<file path="config.mk">
export PLATFORM = sky130hd
export DESIGN_NAME = tick_reinj_ctrl
export DESIGN_NICKNAME = d
export VERILOG_FILES = /design/src/rtl/tick_reinj_pkg.sv /design/src/rtl/tick_reinj_decode.sv /design/src/rtl/tick_reinj_counter.sv /design/src/rtl/tick_reinj_gate.sv /design/src/rtl/tick_reinj_ctrl.sv
export SDC_FILE = /design/constraint.sdc
export NUM_CORES = 1
export LEC_CHECK = 0
export ABC_AREA = 1
export CAP_MARGIN = 20
export CORE_AREA = 2 2 48 50
export DETAILED_ROUTE_END_ITERATION = 6
export DIE_AREA = 0 0 50 52
export PLACE_DENSITY = 0.7
export RECOVER_POWER = 100
export SYNTH_ARGS = -nofsm -noshare
export SYNTH_HDL_FRONTEND = slang
export SYNTH_SLANG_ARGS = --single-unit
</file>
<file path="constraint.sdc">
create_clock -name clk -period 3.8 [get_ports clk]
set_input_delay 0.38 -clock clk [delete_from_list [all_inputs] [get_ports clk]]
set_output_delay 0.38 -clock clk [all_outputs]
set_load 0.03 [all_outputs]
</file>
<file path="src/rtl/tick_reinj_pkg.sv">
package tick_reinj_pkg;
  // Update applied to the pending counter at the next edge
  typedef enum logic [2:0] {
    PEND_HOLD = 3'd0,
    PEND_INC  = 3'd1,
    PEND_DEC  = 3'd2,
    PEND_ONE  = 3'd3,
    PEND_ZERO = 3'd4
  } pend_op_e;
endpackage

</file>
<file path="src/rtl/tick_reinj_decode.sv">
module tick_reinj_decode
  import tick_reinj_pkg::*;
(
  input  logic     tick,
  input  logic     ack,
  input  logic     clear,
  input  logic     reinject_en,
  output pend_op_e op
);
  // Priority: clear > collapse tick > tick+ack hold > tick > ack
  always_comb begin
    if (clear)                    op = PEND_ZERO;
    else if (tick && !reinject_en) op = PEND_ONE;
    else if (tick && ack)          op = PEND_HOLD;
    else if (tick)                 op = PEND_INC;
    else if (ack)                  op = PEND_DEC;
    else                           op = PEND_HOLD;
  end
endmodule

</file>
<file path="src/rtl/tick_reinj_counter.sv">
module tick_reinj_counter
  import tick_reinj_pkg::*;
#(
  parameter int CNT_W = 8
) (
  input  logic             clk,
  input  logic             rst_n,
  input  pend_op_e         op,
  output logic [CNT_W-1:0] count,
  output logic             nonzero
);
  localparam logic [CNT_W-1:0] CNT_MAX  = {CNT_W{1'b1}};
  localparam logic [CNT_W-1:0] CNT_ONE  = CNT_W'(1);
  localparam logic [CNT_W-1:0] CNT_ZERO = '0;

  logic [CNT_W-1:0] cnt_q, cnt_d;

  always_comb begin
    cnt_d = cnt_q;
    unique case (op)
      PEND_INC:  if (cnt_q != CNT_MAX)  cnt_d = cnt_q + CNT_ONE;
      PEND_DEC:  if (cnt_q != CNT_ZERO) cnt_d = cnt_q - CNT_ONE;
      PEND_ONE:  cnt_d = CNT_ONE;
      PEND_ZERO: cnt_d = CNT_ZERO;
      default:   cnt_d = cnt_q;
    endcase
  end

  always_ff @(posedge clk or negedge rst_n) begin
    if (!rst_n) cnt_q <= CNT_ZERO;
    else        cnt_q <= cnt_d;
  end

  assign count   = cnt_q;
  assign nonzero = (cnt_q != CNT_ZERO);
endmodule

</file>
<file path="src/rtl/tick_reinj_gate.sv">
module tick_reinj_gate (
  input  logic clk,
  input  logic rst_n,
  input  logic clear,
  input  logic ack,
  input  logic pending_nz,
  output logic irq
);
  logic armed_q, irq_q, issue;

  // Fire from registered state only; the low-gap term keeps pulses one cycle wide
  assign issue = pending_nz & armed_q & ~irq_q & ~clear;

  always_ff @(posedge clk or negedge rst_n) begin
    if (!rst_n) begin
      armed_q <= 1'b1;
      irq_q   <= 1'b0;
    end else begin
      irq_q <= issue;
      if (clear || ack) armed_q <= 1'b1;
      else if (issue)   armed_q <= 1'b0;
    end
  end

  assign irq = irq_q;
endmodule

</file>
<file path="src/rtl/tick_reinj_ctrl.sv">
module tick_reinj_ctrl
  import tick_reinj_pkg::*;
#(
  parameter int CNT_W = 8
) (
  input  logic             clk,
  input  logic             rst_n,
  input  logic             tick_i,
  input  logic             ack_i,
  input  logic             unmask_i,
  input  logic             reinject_en_i,
  input  logic             load_restart_i,
  output logic             irq_o,
  output logic [CNT_W-1:0] pending_o
);
  pend_op_e op;
  logic     clear;
  logic     pending_nz;

  assign clear = unmask_i | load_restart_i;

  tick_reinj_decode u_decode (
    .tick        (tick_i),
    .ack         (ack_i),
    .clear       (clear),
    .reinject_en (reinject_en_i),
    .op          (op)
  );

  tick_reinj_counter #(.CNT_W(CNT_W)) u_counter (
    .clk     (clk),
    .rst_n   (rst_n),
    .op      (op),
    .count   (pending_o),
    .nonzero (pending_nz)
  );

  tick_reinj_gate u_gate (
    .clk        (clk),
    .rst_n      (rst_n),
    .clear      (clear),
    .ack        (ack_i),
    .pending_nz (pending_nz),
    .irq        (irq_o)
  );
endmodule

</file>
### After elaboration in Yosys (flattened, before gate mapping)

Cells that the tools add are included.
W data, S select, Z words.

| storage, ports and cells | value |
|---|---|
| word-level logic and storage cells | 36 |
| input port bits | 7 |
| register bits | 10 |
| output and inout bits | 9 |

| cells by class | value |
|---|---|
| $add $sub $neg | 2 |
| bitwise operators | 6 |
| mux-type cells | 10 |
| eq/ne operators | 7 |
| reductions and logical operators | 8 |

Operators with widths:

| kind | count |
|---|---|
| $pmux W8 S4 | 1 |
| $mux W8 | 2 |
| $mux W3 | 4 |
| $add A8 B1 Y8 const B | 1 |
| $ne A8 B8 Y1 const B | 1 |
| $reduce_bool A8 Y1 | 1 |
| $sub A8 B1 Y8 const B | 1 |
| $eq A3 B2 Y1 const B | 2 |
| $ne A2 B1 Y1 const B | 2 |
| $reduce_bool A4 Y1 | 1 |
| $and A1 B1 Y1 | 3 |
| $eq A3 B1 Y1 const B | 1 |
| $eq A3 B3 Y1 const B | 1 |
| $reduce_and A3 Y1 | 1 |
| $logic_and A1 B1 Y1 | 2 |
| $mux W1 | 2 |
| $mux W2 | 1 |
| $not A1 Y1 | 2 |
| $reduce_bool A2 Y1 | 1 |
| $logic_not A1 Y1 | 1 |
| $logic_or A1 B1 Y1 | 1 |
| $or A1 B1 Y1 | 1 |

### Logic depth before layout (Yosys ltp)

Gate-level depths: netlist of run 1.

| logic depth | value |
|---|---|
| depth after elaboration | 8 |
| gate-level depth with buffers | 14 |
| gate-level depth less buffers | 14 |

### Modules after synthesis

From an unflattened synthesis of run 1, not the netlist that was laid out.

| second synthesis, totals | value |
|---|---|
| cell total of the unflattened synthesis | 140 |
| area, all modules | 919.6 sq um |

By module, submodules not included:

| module | sequential area each (sq um) | area each (sq um) | cells each | times used |
|---|---|---|---|---|
| tick_reinj_counter | 200.2 | 789.5 | 120 | 1 |
| tick_reinj_gate | 51.3 | 81.3 | 8 | 1 |
| tick_reinj_decode | 0.0 | 37.5 | 9 | 1 |
| tick_reinj_ctrl | 0.0 | 11.3 | 3 | 1 |

### Worst setup path before layout of run 1

Ideal clock, no wire load.

| path | value |
|---|---|
| path type | input to register |
| from | input ack_i |
| to | register u_counter.cnt_q[7] (netlist: u_counter.count[7]) |
| cell stages on the path | 12 |
| data arrival time | 1688 ps |
| buffers on the path | 0 |
| library setup time | 118 ps |
| required time | 3682 ps |
| slack | 1994 ps |
| cell sequence | inv_1 nor2_2 nand2_1 inv_1 ha_1 or2_1 nand3_1 nand2_1 nand2_1 nand2_1 nand2_1 nand2_1 |

| between the ends | value |
|---|---|
| word-level cells in the longest chain between the ends | 8 |
| elaborated cells on any way between the ends | 15 |

RTL lines:

| element | RTL line | RTL |
|---|---|---|
| start: declaration | tick_reinj_ctrl.sv:9 | `input logic ack_i,` |
| $mux W2 | tick_reinj_decode.sv:16 | `else if (ack) op = PEND_DEC;` |
| $mux W3 | tick_reinj_decode.sv:15 | `else if (tick) op = PEND_INC;` |
| $mux W3 * | tick_reinj_decode.sv:14 | `else if (tick && ack) op = PEND_HOLD;` |
| $mux W3 * | tick_reinj_decode.sv:13 | `else if (tick && !reinject_en) op = PEND_ONE;` |
| $mux W3 * | tick_reinj_decode.sv:12 | `if (clear) op = PEND_ZERO;` |
| $eq A3 B2 Y1, or another cell as far along | tick_reinj_counter.sv:20 | `unique case (op)` |
| $ne A2 B1 Y1 (no source line) or $reduce_bool A4 Y1 (tied branches) | -- |  |
| $reduce_and A3 Y1 (no source line) | -- |  |
| end signal: assignment | tick_reinj_counter.sv:31 | `else cnt_q <= cnt_d;` |
| end: declaration | tick_reinj_counter.sv:16 | `logic [CNT_W-1:0] cnt_q, cnt_d;` |

Every way passes the cells marked *; elsewhere a longest branch is shown, timed or not.
A chain may end at the register's enable or synchronous reset.

### Worst setup path after layout of run 1

Ends and elaborated chain as after synthesis.

==> qor.yml, run 1 <==
timing:
  whs_ns: 0.495
  final_hold_viol_count: 0
  finalSetupViolCount: 0
  setup_ws_ns: 1.48
  fmax_ghz: 0.431
  skew_ns: 0.00291
  max_slew_margin: 0.454
  fin_crit_sh: 0.610
  tns_ns: 0
  maxSlewViolCount: 0
  worstMarginPinSlew_ns: 0.811
  period_minus_slack_ns: 2.32
  rsz0062_at_grt: "no"
floorplanning:
  num_rows: 17
  die-height_um: 52
  core_area_um2: 2110
  ios: 16
  start_util: 0.433
  die-area_um2: 2600
  die_x_um: 50
synth:
  syn_inst: 138
  synth_seq_cells: 10
  netlist_top_cells_area: "dfrtp_1, nand2_1, inv_1, ha_1, nor2_1"
  synth_area_leader_cell: "dfrtp_1"
  async_flop_share: 1.00
  syn_avg_cell_area_um2: 6.60
  synthesis.area_um2: 911
  synth-edff-count: 0
  seq_area_frac_synth: 0.276
  synth_ff_type: "dfrtp_1"
  yosysUniqueCellTypes: 23
  synth_nets: 152
  yosysTopAreaCellShare: 0.247
  yosys_warnings: 0
global_routing:
  grt_overflow: 0
  antenna_found_initial: 0
  grt_pass1_vias: 840
  gr-usage-all-layers: 0.181
  grt_pass1_wl_um: 3550
  grt_max_degree: 11
critical_path:
  cpLargestDelayFamily: "simple AND/OR/NAND/NOR gates"
  worst_ep_required_time_ns: 3.95
  cpPeakStageDelay_ns: 0.55
  worstPathCellList: "dlygate4sd3_1 -> inv_1 -> nor2_1 -> nand2_1 -> inv_1 -> ha_1 -> or2_0 -> nand3_1 -> nand2_1 -> nand2_1 -> nand2_1 -> nand2_1 -> nand2_1"
  endpoint_kind: "register"
  crit_buf_inv: 3
  crit_top_cell: "nand2_1"
  cp_max_fo: 6
  crit_type: "in -> reg"
  start_kind: "input port"
  slowest_stage: "dlygate4sd3_1"
  arrival_ns: 2.47
layout:
  layout-drive-gt1-share: 0.0764
  finalNetCount: 172
  final_area_um2: 1100
  insertedDiodeCount: 0
  area_growth_pct: 20.9
clock_network:
  cts_setup_buffers: 0
  cts_tree: "built"
  clkLatencyLatePin_ns: 0.26
  clock_path_buffers: 2
  htreeDepth: 1
  hold_buffers: 0
  cts.sinks: 10
  cts_buffers: 3
  post_cts_resize_count: 0
  clk_pin_slew_ns: 0.06
  cts-root-buf: "clkbuf_4"
power:
  peakVddDrop_mv: 0.221
  p_leak_nw: 0.588
  power.density_nw_per_um2: 216
placed_design:
  post-place-ws_ns: 1.31
  placed_cell_area_um2: 1100
  port_buffers: 15
  hpwl_um: 1660
  gp_congestion: 0.813
route:
  wirelength_um: 2030
  vias_per_cell: 4.75
  first_pass_iters: 4
  ant_nets: 0
  via_count: 879
  drt_iter0_drc: 14
  route.detailed.drc: 0
  wl_per_cell_um: 11.0
status:
  status: "complete, no violations"
worst_hold_path:
  worst_hold_path_type: "reg -> reg"
flow_run:
  max_cap_viol_count: 0
==> Yosys cell counts (2+ instances only) <==
cell type  instances
nand3_1            8
inv_1             22
nand2_1           49
o21ai_1            3
nand4_1            5
nor2_1            14
nor2_4             2
dfrtp_1            9
ha_1               6
nand2_2            2
inv_2              2
a21oi_1            3
nor2_2             2
nand3b_1           2
==> power breakdown <==
part / switching [mW] / internal, mW / total, mW / leakage [nW]
clock: 0.0341 / 0.0405 / 0.0746 / 0.0150
sequential: 0.00316 / 0.109 / 0.113 / 0.135
combinational: 0.0310 / 0.0191 / 0.0501 / 0.438
==> state kept, by name, summed over array words and instances, names as in the netlist <==
signal / count
u_counter.count: 8
u_gate.irq: 1
u_gate.armed_q: 1
==> cell usage in the layout, fill, tap and decap left out, drive strengths merged <==
master,synthesis,routed
dfrtp,9,9
ha,6,6
clkdlybuf4s50,0,4
fa,1,1
inv,24,24
nand2,51,51
dfstp,1,1
nor2,18,18
nand3b,2,2
or2,1,1
dlygate4sd3,0,11
nand4,5,5
clkbuf,0,4
a21oi,4,4
o211ai,1,1
nand3,9,9
xnor2,1,1
o21ai,5,5
==> through the flow <==
stage | total power [mW] | utilization | std cells
after floorplan | 0.148 | - | 138
after global placement | 0.168 | 0.520 | 181
after detailed placement | 0.169 | 0.520 | 181
after CTS | 0.246 | 0.533 | 185
after global routing | 0.254 | 0.523 | 185
final | 0.237 | 0.523 | 185
==> worst reg2reg max path, cell delays in order, from the launching register on <==
cell and delay (ns):
dfrtp_1 0.44, nor2_1 0.14, nand2_1 0.09, o21ai_0 0.66, a21oi_1 0.30, nand2_1 0.13
nand2_1 0.06
==> layout make-up <==
| type | count | area (µm²) |
|---|---|---|
| multi-input combinational | 104 | 548 |
| fill | 218 | 1000 |
| clock buffer | 4 | 26.3 |
| inverter | 24 | 90.1 |
| tap | 28 | 35.0 |
| sequential | 10 | 251 |
| timing repair buffer | 15 | 150 |
==> path summary, 6_finish.rpt <==
| check | from | endpoint | slack (ns) | cells after the start |
|---|---|---|---|---|
| hold reg to reg | u_gate.armed_q | u_gate.armed_q | 0.49 | 2 |
| hold / removal | u_gate.armed_q | u_gate.armed_q | 0.49 | 2 |
| setup / recovery | ack_i | u_counter.count[7] | 1.48 | 13 |
| min in group asynchronous | rst_n | u_counter.count[4] | 0.52 | 1 |
| setup reg to reg | u_counter.count[5] | u_counter.count[2] | 1.88 | 6 |
| max in group asynchronous | rst_n | u_gate.armed_q | 2.92 | 1 |
==> per-layer routing <==
layer	vias up	wire length (µm)	track usage	part of all wire
li1	471	-	-	-
met1	388	962	0.224	0.47
met2	16	974	0.309	0.48
met3	4	70	0.0489	0.034
met4	0	22	0.0509	0.011
met5	-	0	0	0
==> logic make-up after synthesis <==
| group | Yosys count | synth area share |
|---|---|---|
| AND/OR/NAND/NOR | 86 | 0.433 |
| flip-flops | 10 | 0.276 |
| buffers and inverters | 24 | 0.0989 |
| adder cells (fa/ha/maj) | 7 | 0.104 |
| AO/OA/AOI/OAI | 10 | 0.0783 |
| XOR/XNOR | 1 | 0.00962 |
No activity file was read; power rests on OpenSTA's default activity.
==> inputs of run 2 (changes only) <==
- clock period: 3.8 -> 2.3 ns (I/O delays scaled with it)
==> run 2 against run 1 <==
Cell area grew 1.0%. Via count grew 0.91%. Core utilization is 0.53 points higher. Routed wire length is 5.2% lower. Total power increased by 67%. Setup slack worse by 1.2 ns. Hold slack worse by 0.14 ns. Highest routed layer unchanged.
==> qor.yml, run 2 (same netlist as run 1, synthesis figures left out) <==
route:
  first_pass_iters: 4
  route.detailed.drc: 0
  vias_per_cell: 4.77
  via_count: 887
  wirelength_um: 1920
  ant_nets: 0
  drt_iter0_drc: 16
  wl_per_cell_um: 10.3
critical_path:
  reg2reg_setup_slack_ns: 0.42
  worst_ep_required_time_ns: 2.45
  start_kind: "input port"
  arrival_ns: 2.14
  r2r-start: "u_counter.count[3]"
  cp_max_fo: 6
  r2r_cells: 6
  timing.rr.end: "u_counter.count[2]"
  crit_type: "in -> reg"
  endpoint_kind: "register"
power:
  total_power_mw: 0.397
  p_leak_nw: 0.597
  switching_share: 0.293
  peakVddDrop_mv: 0.271
  seq_power_share: 0.468
  p_int_mw: 0.281
  power.density_nw_per_um2: 357
  clockPowerShare: 0.322
  p_sw_mw: 0.116
  p_comb_frac: 0.210
global_routing:
  grt_pass1_wl_um: 3640
  antenna_found_initial: 0
  grt_max_degree: 11
  grt_pass1_vias: 855
  grt_overflow: 0
  gr-usage-all-layers: 0.184
timing:
  tns_ns: 0
  final_hold_viol_count: 0
  max_slew_margin: 0.459
  maxSlewViolCount: 0
  finalSetupViolCount: 0
  rsz0062_at_grt: "no"
  fmax_ghz: 0.504
  worstMarginPinSlew_ns: 0.803
  whs_ns: 0.352
  skew_ns: 0.00689
  period_minus_slack_ns: 1.99
  fin_crit_sh: 0.863
layout:
  area_growth_pct: 22.1
  layout_common_cells: "nand2_1, inv_1, nor2_1"
  final_area_um2: 1110
  largest_reg_flops: 8
  fin_cells: 186
  layout_commonest_cell: "nand2_1"
  finalNetCount: 173
  layout-drive-gt1-share: 0.0886
  insertedDiodeCount: 0
clock_network:
  post_cts_resize_count: 0
  clkLatencyLatePin_ns: 0.27
  clk_pin_slew_ns: 0.07
  cts_buffers: 3
  htreeDepth: 1
  hold_buffers: 0
  cts-root-buf: "clkbuf_4"
  cts.sinks: 10
  clock_path_buffers: 2
  cts_setup_buffers: 0
  cts_tree: "built"
floorplanning:
  start_util: 0.433
  num_rows: 17
  die_x_um: 50
  ios: 16
  die-height_um: 52
  die-area_um2: 2600
  core_area_um2: 2110
status:
  status: "complete, no violations"
flow_run:
  max_cap_viol_count: 0
placed_design:
  dp.cells: 182
  hpwl_um: 1590
  gp_congestion: 0.820
  port_buffers: 15
  placed_cell_area_um2: 1100
worst_hold_path:
  worst_hold_path_type: "in -> async"
run 2: cell types whose count changed in the layout (fill, tap and decap cells not counted), sizes merged:
| cell | delta |
|---|---|
| clkdlybuf4s50 | +1 |
| buf | +1 |
| dlygate4sd3 | -1 |
run 2: power groups by stage:
| stage | sequential, mW | clock [mW] | combinational, mW |
|---|---|---|---|
| floorplan | 0.196 | 0 | 0.0485 |
| global placement | 0.189 | 0 | 0.0895 |
| detailed placement | 0.189 | 0 | 0.0896 |
| CTS | 0.186 | 0.133 | 0.0900 |
| global route | 0.187 | 0.138 | 0.0944 |
| finish | 0.186 | 0.128 | 0.0832 |
run 2: metrics by stage:
| step | utilization | setup WS, ns |
|---|---|---|
| 2_1_floorplan | - | 0.644 |
| 3_3_place_gp | 0.524 | 0.133 |
| 3_5_place_dp | 0.524 | 0.0661 |
| 4_1_cts | 0.537 | 0.349 |
| 5_1_grt | 0.528 | 0.0586 |
| 6_report | 0.528 | 0.314 |
run 2: worst max path at each step:
| stage | from | end | depth (start not counted) |
|---|---|---|---|
| floorplan | ack_i | u_counter.count[7] | 12 |
| global placement | ack_i | u_counter.count[7] | 13 |
| detailed placement | ack_i | u_counter.count[7] | 13 |
| CTS | ack_i | u_counter.count[7] | 13 |
| global route | ack_i | u_counter.count[7] | 13 |
| finish | ack_i | u_counter.count[7] | 13 |
run 2: metal layers:
metal,track usage,routed length [µm],vias up
met5,0,0,-
met4,0.0417,13,0
met3,0.0517,72,2
met2,0.311,932,14
met1,0.232,906,399
li1,-,-,472
run 2: worst max-delay path: stages:
cell and delay, ns:
clkdlybuf4s50_1 0.48, inv_1 0.06, nor2_1 0.12, nand2_1 0.12
inv_1 0.18, ha_1 0.30, or2_1 0.26, nand3_1 0.12
nand2_1 0.06, nand2_1 0.06, nand2_1 0.04, nand2_1 0.05
nand2_1 0.06
run 2: cell type report:
type,instances,area (µm²)
flip-flops and latches,10,251
fillers,217,993
clock buffers,4,26.3
repair buffers,16,158
well taps,28,35.0
inverters,24,90.1
multi-input cells,104,552
